--- config.mk ---
export PLATFORM = sky130hd
export DESIGN_NAME = irq_vector_ctrl
export DESIGN_NICKNAME = d
export VERILOG_FILES = /design/src/rtl/irq_vector_ctrl.sv
export SDC_FILE = /design/constraint.sdc
export NUM_CORES = 1
export LEC_CHECK = 0
export CAP_MARGIN = 25
export CORE_ASPECT_RATIO = 0.5
export CORE_MARGIN = 2
export CORE_UTILIZATION = 51
export DETAILED_ROUTE_END_ITERATION = 12
export PLACE_DENSITY = 0.92
export SLEW_MARGIN = 20
export SYNTH_ARGS = -nofsm -noshare
export SYNTH_HDL_FRONTEND = slang
export SYNTH_SLANG_ARGS = --single-unit
--- constraint.sdc ---
create_clock -name clk -period 2.95 [get_ports clk]
set_input_delay 0.59 -clock clk [delete_from_list [all_inputs] [get_ports clk]]
set_output_delay 0.59 -clock clk [all_outputs]
set_load 0.05 [all_outputs]
--- src/rtl/irq_vector_ctrl.sv ---
module irq_vector_ctrl #(
  parameter int N      = 32,
  parameter int ADDR_W = 8,
  parameter int DW     = 32
) (
  input  logic              clk,
  input  logic              rst_n,
  input  logic [ADDR_W-1:0] bus_addr,
  input  logic              bus_wr,
  input  logic              bus_rd,
  input  logic [DW-1:0]     bus_wdata,
  output logic [DW-1:0]     bus_rdata,
  input  logic [N-1:0]      req_in,
  output logic              irq
);
  localparam int IDX_W = (N > 1) ? $clog2(N) : 1;
  localparam logic [ADDR_W-1:0] A_VEC  = ADDR_W'(8'h40);
  localparam logic [ADDR_W-1:0] A_LAST = ADDR_W'(8'h42);
  localparam logic [ADDR_W-1:0] A_MASK = ADDR_W'(8'h44);
  localparam logic [ADDR_W-1:0] A_ESET = ADDR_W'(8'h48);
  localparam logic [ADDR_W-1:0] A_ECLR = ADDR_W'(8'h49);
  localparam logic [ADDR_W-1:0] A_PCLR = ADDR_W'(8'h4A);
  localparam logic [ADDR_W-1:0] A_EOI  = ADDR_W'(8'h4C);

  logic [N-1:0]     req_q, pending, mask;
  logic [IDX_W-1:0] last_vec, idx;
  logic             hit;

  always_comb begin
    hit = 1'b0;
    idx = '0;
    for (int k = N - 1; k >= 0; k--)
      if (pending[k]) begin
        hit = 1'b1;
        idx = IDX_W'(k);
      end
  end

  wire             vec_rd = bus_rd && (bus_addr == A_VEC);
  wire [N-1:0]     rise   = req_in & ~req_q;
  wire [N-1:0]     wclr   = (bus_wr && (bus_addr == A_PCLR || bus_addr == A_EOI))
                            ? bus_wdata[N-1:0] : '0;
  wire [N-1:0]     aclr   = (vec_rd && hit) ? (N'(1) << idx) : '0;
  wire [IDX_W-1:0] vec    = hit ? idx : '0;

  always_ff @(posedge clk) begin
    if (!rst_n) begin
      req_q    <= '0;
      pending  <= '0;
      mask     <= '0;
      last_vec <= '0;
      irq      <= 1'b0;
    end else begin
      req_q   <= req_in;
      pending <= (pending & ~(wclr | aclr)) | rise;
      if (bus_wr && bus_addr == A_ESET) mask <= mask | bus_wdata[N-1:0];
      else if (bus_wr && bus_addr == A_ECLR) mask <= mask & ~bus_wdata[N-1:0];
      if (vec_rd) last_vec <= vec;
      irq <= |(pending & mask);
    end
  end

  always_comb begin
    bus_rdata = '0;
    if (bus_rd)
      case (bus_addr)
        A_VEC:   bus_rdata = DW'(vec);
        A_LAST:  bus_rdata = DW'(last_vec);
        A_MASK:  bus_rdata = DW'(mask);
        default: bus_rdata = '0;
      endcase
  end
endmodule


-- After elaboration in Yosys (flattened, before gate mapping)
Cells that the tools add are included.
- bits in registers: 102
- input port bits: 76
- logic and storage cells: 102
- equality and inequality tests: 7
- shifts and indexed selects: 1
- multiplexer cells: 71
- bitwise logic cells: 10
- reduce and logical (&&, ||, !) cells: 8
- operators with widths (kind ; count):
    5-bit two-way mux ; 33
    32-bit two-way mux ; 5
    32-bit AND ; 4
    32-bit inverter ; 3
    32-bit bitwise OR ; 3
    32-bit one-hot mux with 3 select lines ; 1
    8-bit by 7-bit equality test with 1-bit output (second input constant) ; 7
    1-bit two-way mux ; 32
    32-bit OR reduction ; 1
    1-bit by 5-bit left shift with 32-bit output (first input constant) ; 1
    1-bit logical AND ; 5
    2-bit nonzero test ; 1
    1-bit logical OR ; 1

-- Logic depth before layout (Yosys ltp)
- word-level depth: 38
- depth in mapped cells: 7
- mapped depth without buffers: 6

-- Worst setup path before layout
No wires, ideal clock.
- kind: in2out
- from: input port bus_addr[7]
- to: output port bus_rdata[3]
- arrival time: 2739 ps
- data required time: 2360 ps
- slack: -379 ps
- stages: 6
- path buffers: 0
- path through: nor4b_2 -> nor3b_4 -> nand2_1 -> a211oi_1 -> a21oi_1 -> a21boi_0
- word-level cells in the longest chain between the ends: 3
- elaborated cells on any way between the ends: 5
- classes of those cells: eq/ne: 3; mux: 2
- RTL lines (element ; line ; RTL):
    start, declared ; 8 ; input logic [ADDR_W-1:0] bus_addr,
    8-bit by 7-bit equality test with 1-bit output ; 66 ; case (bus_addr)
    32-bit one-hot mux with 3 select lines * ; 66 ;
    32-bit two-way mux * ; 65 ; if (bus_rd)
    end, declared ; 12 ; output logic [DW-1:0] bus_rdata,
Mark *: on every way between the ends. The rest lies on a longest branch, timed or not.

-- Worst setup path in the final report
- from: register pending[15]
- to: output port bus_rdata[4]
- word-level cells in the longest chain between the ends: 19
- elaborated cells on any way between the ends: 35
- classes of those cells: mux: 35
- RTL lines (element ; line ; RTL):
    start, declared ; 25 ; logic [N-1:0] req_q, pending, mask;
    start signal, assigned ; 55 ; pending <= (pending & ~(wclr | aclr)) | rise;
    5-bit two-way mux or 1-bit two-way mux (tied branches) (16 in series) ; 33 ; if (pending[k]) begin
    5-bit two-way mux * ; 44 ; wire [IDX_W-1:0] vec = hit ? idx : '0;
    32-bit one-hot mux with 3 select lines * ; 66 ;
    32-bit two-way mux * ; 65 ;
Marks and branches as above.

==> impl_results.md <==
* Worst relative slew slack at 0.570
* Row count at 25
* Dpl cells at 862
* Pins over their slew limit at 0
* Via count at 5529
* Seq pwr share at 0.450
* Buffers on Ports at 108
* Share of cells above drive strength 1 at 0.245
* CP required at 2.36 ns
* Clk_skew at 0.00648 ns
* CTS Buffer Depth at 2
* Max Clk Rate at 336 MHz
* Number of distinct library cells after synthesis at 59
* CTS buffer count at 9
* P_int at 2.45 mW
* Crit path max-delay family: simple AND/OR/NAND/NOR gates
* Die area at 10900 um^2
* Post-layout min period at 2.98 ns
* Htree depth at 3
* Fillcell total at 638
* Fin Hold WS at 0.441 ns
* Detail Route Antenna Nets at 0
* Predominant post-synthesis flop cell: dfxtp_1
* DRT iter0 DRCs at 622
* Clock transition at path regs at 0.07 ns
* Core area at 9570 um^2
* Unrepaired setup endpoints after global routing: yes
* Setup ws final at -0.0250 ns
* Worst path bufs/invs at 2
* Worst-path fanout max at 6
* Psw at 948 uW
* Final period util at 1.01
* Vias in the first global route at 5228
* Die Y at 74.7 um
* Yosys reg bits at 102
* First-pass DRT Iterations at 5
* # diodes at 0
* Clock tree root buffer cell: clkbuf_16
* TritonCTS clock tree: built
* Post-route DRC at 0
* Routed wire per std cell at 21.6 um
* CP endpoint kind: primary output
* Synthesized area per cell at 8.53 um^2
* GRT Residual Overflow at 0
* Worst Path Arrival at 2.39 ns
* Kind of critical path: reg -> out
* Final core occ at 0.798
* Leakage at 3.08 nW
* HP Class: reg -> reg
* Maximum vdd ir drop at 0.000292 V
* Least-Margin Pin Slew at 0.645 ns
* Largest net degree at the start of global routing at 35
* Power Dens Cells at 445 nW/um^2
* Area share of the largest cell type after synthesis at 0.400
* Clk sinks at 102
* Post-synth ARST share at 0
* DIE WIDTH at 145 um
* EDFF count, synth at 0
* Non-filler cells in the finished layout at 889
* Detailed Route WL at 19200 um
* Hold Vio Cnt, Final at 0
* Final HPWL DP at 13200 um
* # nets final at 825
* Outcome: finished with violations
* Final setup vio count at 1
* Area grow syn2layout at 49.6%
* GRT Resource Usage Total at 0.333
* Mapped Cells at 598
* DR vias/cell at 6.22
* Global-route wire length before repair at 27800 um
* Slowest stage cell, crit path: nor4_1
* Max Cap Viol at 0
* Biggest area consumer among synthesized cells: dfxtp_1
* Net Sw Frac at 0.279
* GPL Wtd Cong at 0.947
* Initial Util at 0.533
* Io pins at 109
* Worst Setup Start Kind: flop
* Post-Syn Area at 5100 um^2
* Post-synthesis sequential area ratio at 0.400
* Initial antenna violation count at 1
* Largest cells by area after synthesis: dfxtp_1 (40%), and2_1 (7.5%), mux2i_1 (6.5%)
* Clock share of power at 0.371
* Worst-Skew Late Latency at 0.35 ns
* Worst path cell trace: nor4_1 -> buf_4 -> and2b_1 -> nand2_2 -> a311oi_4 -> a21oi_2 -> a21boi_2 -> buf_12
* Combinational power share at 0.178
* Syn nets at 674
* Ys Warns at 0
* Failing checks: negative setup slack
* Max incr delay on CP at 0.44 ns
## stage by stage
step                setup slack [ns]  TNS [ns]  power (mW)  area, um^2
floorplan                    -0.0106   -0.0106        1.78        5130
global placement              -0.148     -4.80        2.06        7010
detailed placement            -0.280    -10.15        2.08        7010
CTS                          0.00205         0        3.32        7420
global route                 -0.0512    -0.146        3.49        7630
finish                       -0.0250   -0.0250        3.40        7630
## worst reg2reg max path, delay by kind of cell, from the launching register on
family	cells	cell delay, ns
buffers and inverters	2	0.47
AND/OR/NAND/NOR	2	0.49
AO/OA/AOI/OAI	4	1.16
flip-flops	1	0.36
## power by group through the flow
| stage | combinational [mW] | sequential (mW) | clock (mW) |
|---|---|---|---|
| after global placement | 0.520 | 1.54 | 0 |
| final | 0.606 | 1.53 | 1.26 |
| after global routing | 0.635 | 1.53 | 1.32 |
| after detailed placement | 0.530 | 1.54 | 0 |
| after floorplan | 0.262 | 1.52 | 0 |
| after CTS | 0.549 | 1.52 | 1.25 |
## layout by cell type (no fill, tap or decap), types with 14 or more instances in the layout
| cell type | instances |
|---|---|
| inv_1 | 27 |
| buf_4 | 53 |
| nor2_1 | 16 |
| a41oi_1 | 17 |
| buf_12 | 35 |
| nand2_1 | 85 |
| nor2b_1 | 47 |
| and2_1 | 34 |
| a21oi_1 | 14 |
| clkdlybuf4s50_1 | 70 |
| a32oi_1 | 18 |
| mux2i_1 | 33 |
| dfxtp_1 | 95 |
| and2_2 | 17 |
## Yosys cell counts, types with 3 or more instances
cell type	instances
a41oi_1	17
nand3_1	8
o31a_1	3
or4_1	4
dfxtp_1	102
a22oi_1	9
clkbuf_1	26
o21ai_0	11
nor3_1	8
mux2i_1	33
nand2b_1	8
inv_1	27
clkbuf_2	3
nor4_1	11
nor3b_1	6
a21boi_0	7
nor2b_1	48
a221oi_1	5
nand4_1	6
a21oi_1	17
or3_1	3
and2_1	61
a22o_1	5
nor2_1	16
a31oi_1	9
a32oi_1	18
nand2_1	87
a211oi_1	3
## logic make-up (layout without fill, tap and decap cells)
kind of cell | Yosys count | after routing | share of synthesized area
buffers and inverters | 57 | 213 | 0.0434
XOR/XNOR | 1 | 1 | 0.00172
AO/OA/AOI/OAI | 125 | 125 | 0.189
multiplexers | 33 | 33 | 0.0648
flip-flops | 102 | 102 | 0.400
AND/OR/NAND/NOR | 280 | 280 | 0.301
## layout make-up
cell class | count | area (um^2) | area share
Multi-Input combinational cell | 439 | 3070 | 0.402
Clock buffer | 11 | 253 | 0.0331
Tap cell | 135 | 169 | 0.0221
Inverter | 27 | 101 | 0.0133
Timing Repair Buffer | 170 | 1930 | 0.252
Sequential cell | 102 | 2050 | 0.269
Clock inverter | 5 | 63.8 | 0.00836
## repair_timing
action,in CTS,in global routing
gates resized for setup,28,43
setup endpoints to repair,32,32
pin swaps,5,10
hold buffers,0,0
setup buffers,2,7
gates cloned,0,2
## final timing paths
kind	startpoint	cells after the start	slack, ns	endpoint
max	pending[15]$_SDFF_PN0_	8	-0.03	bus_rdata[4]
max reg2reg	pending[16]$_SDFF_PN0_	8	0.39	pending[14]$_SDFF_PN0_
min	req_q[0]$_SDFF_PN0_	1	0.44	pending[0]$_SDFF_PN0_
min reg2reg	req_q[0]$_SDFF_PN0_	1	0.44	pending[0]$_SDFF_PN0_
## layer usage
layer	track usage	wire length, um	part of all wire
met4	0.122	522	0.027
met2	0.544	8660	0.45
met5	0	13	0.00068
met1	0.427	8020	0.42
met3	0.105	1950	0.10
(Power assumes the default switching activity.)
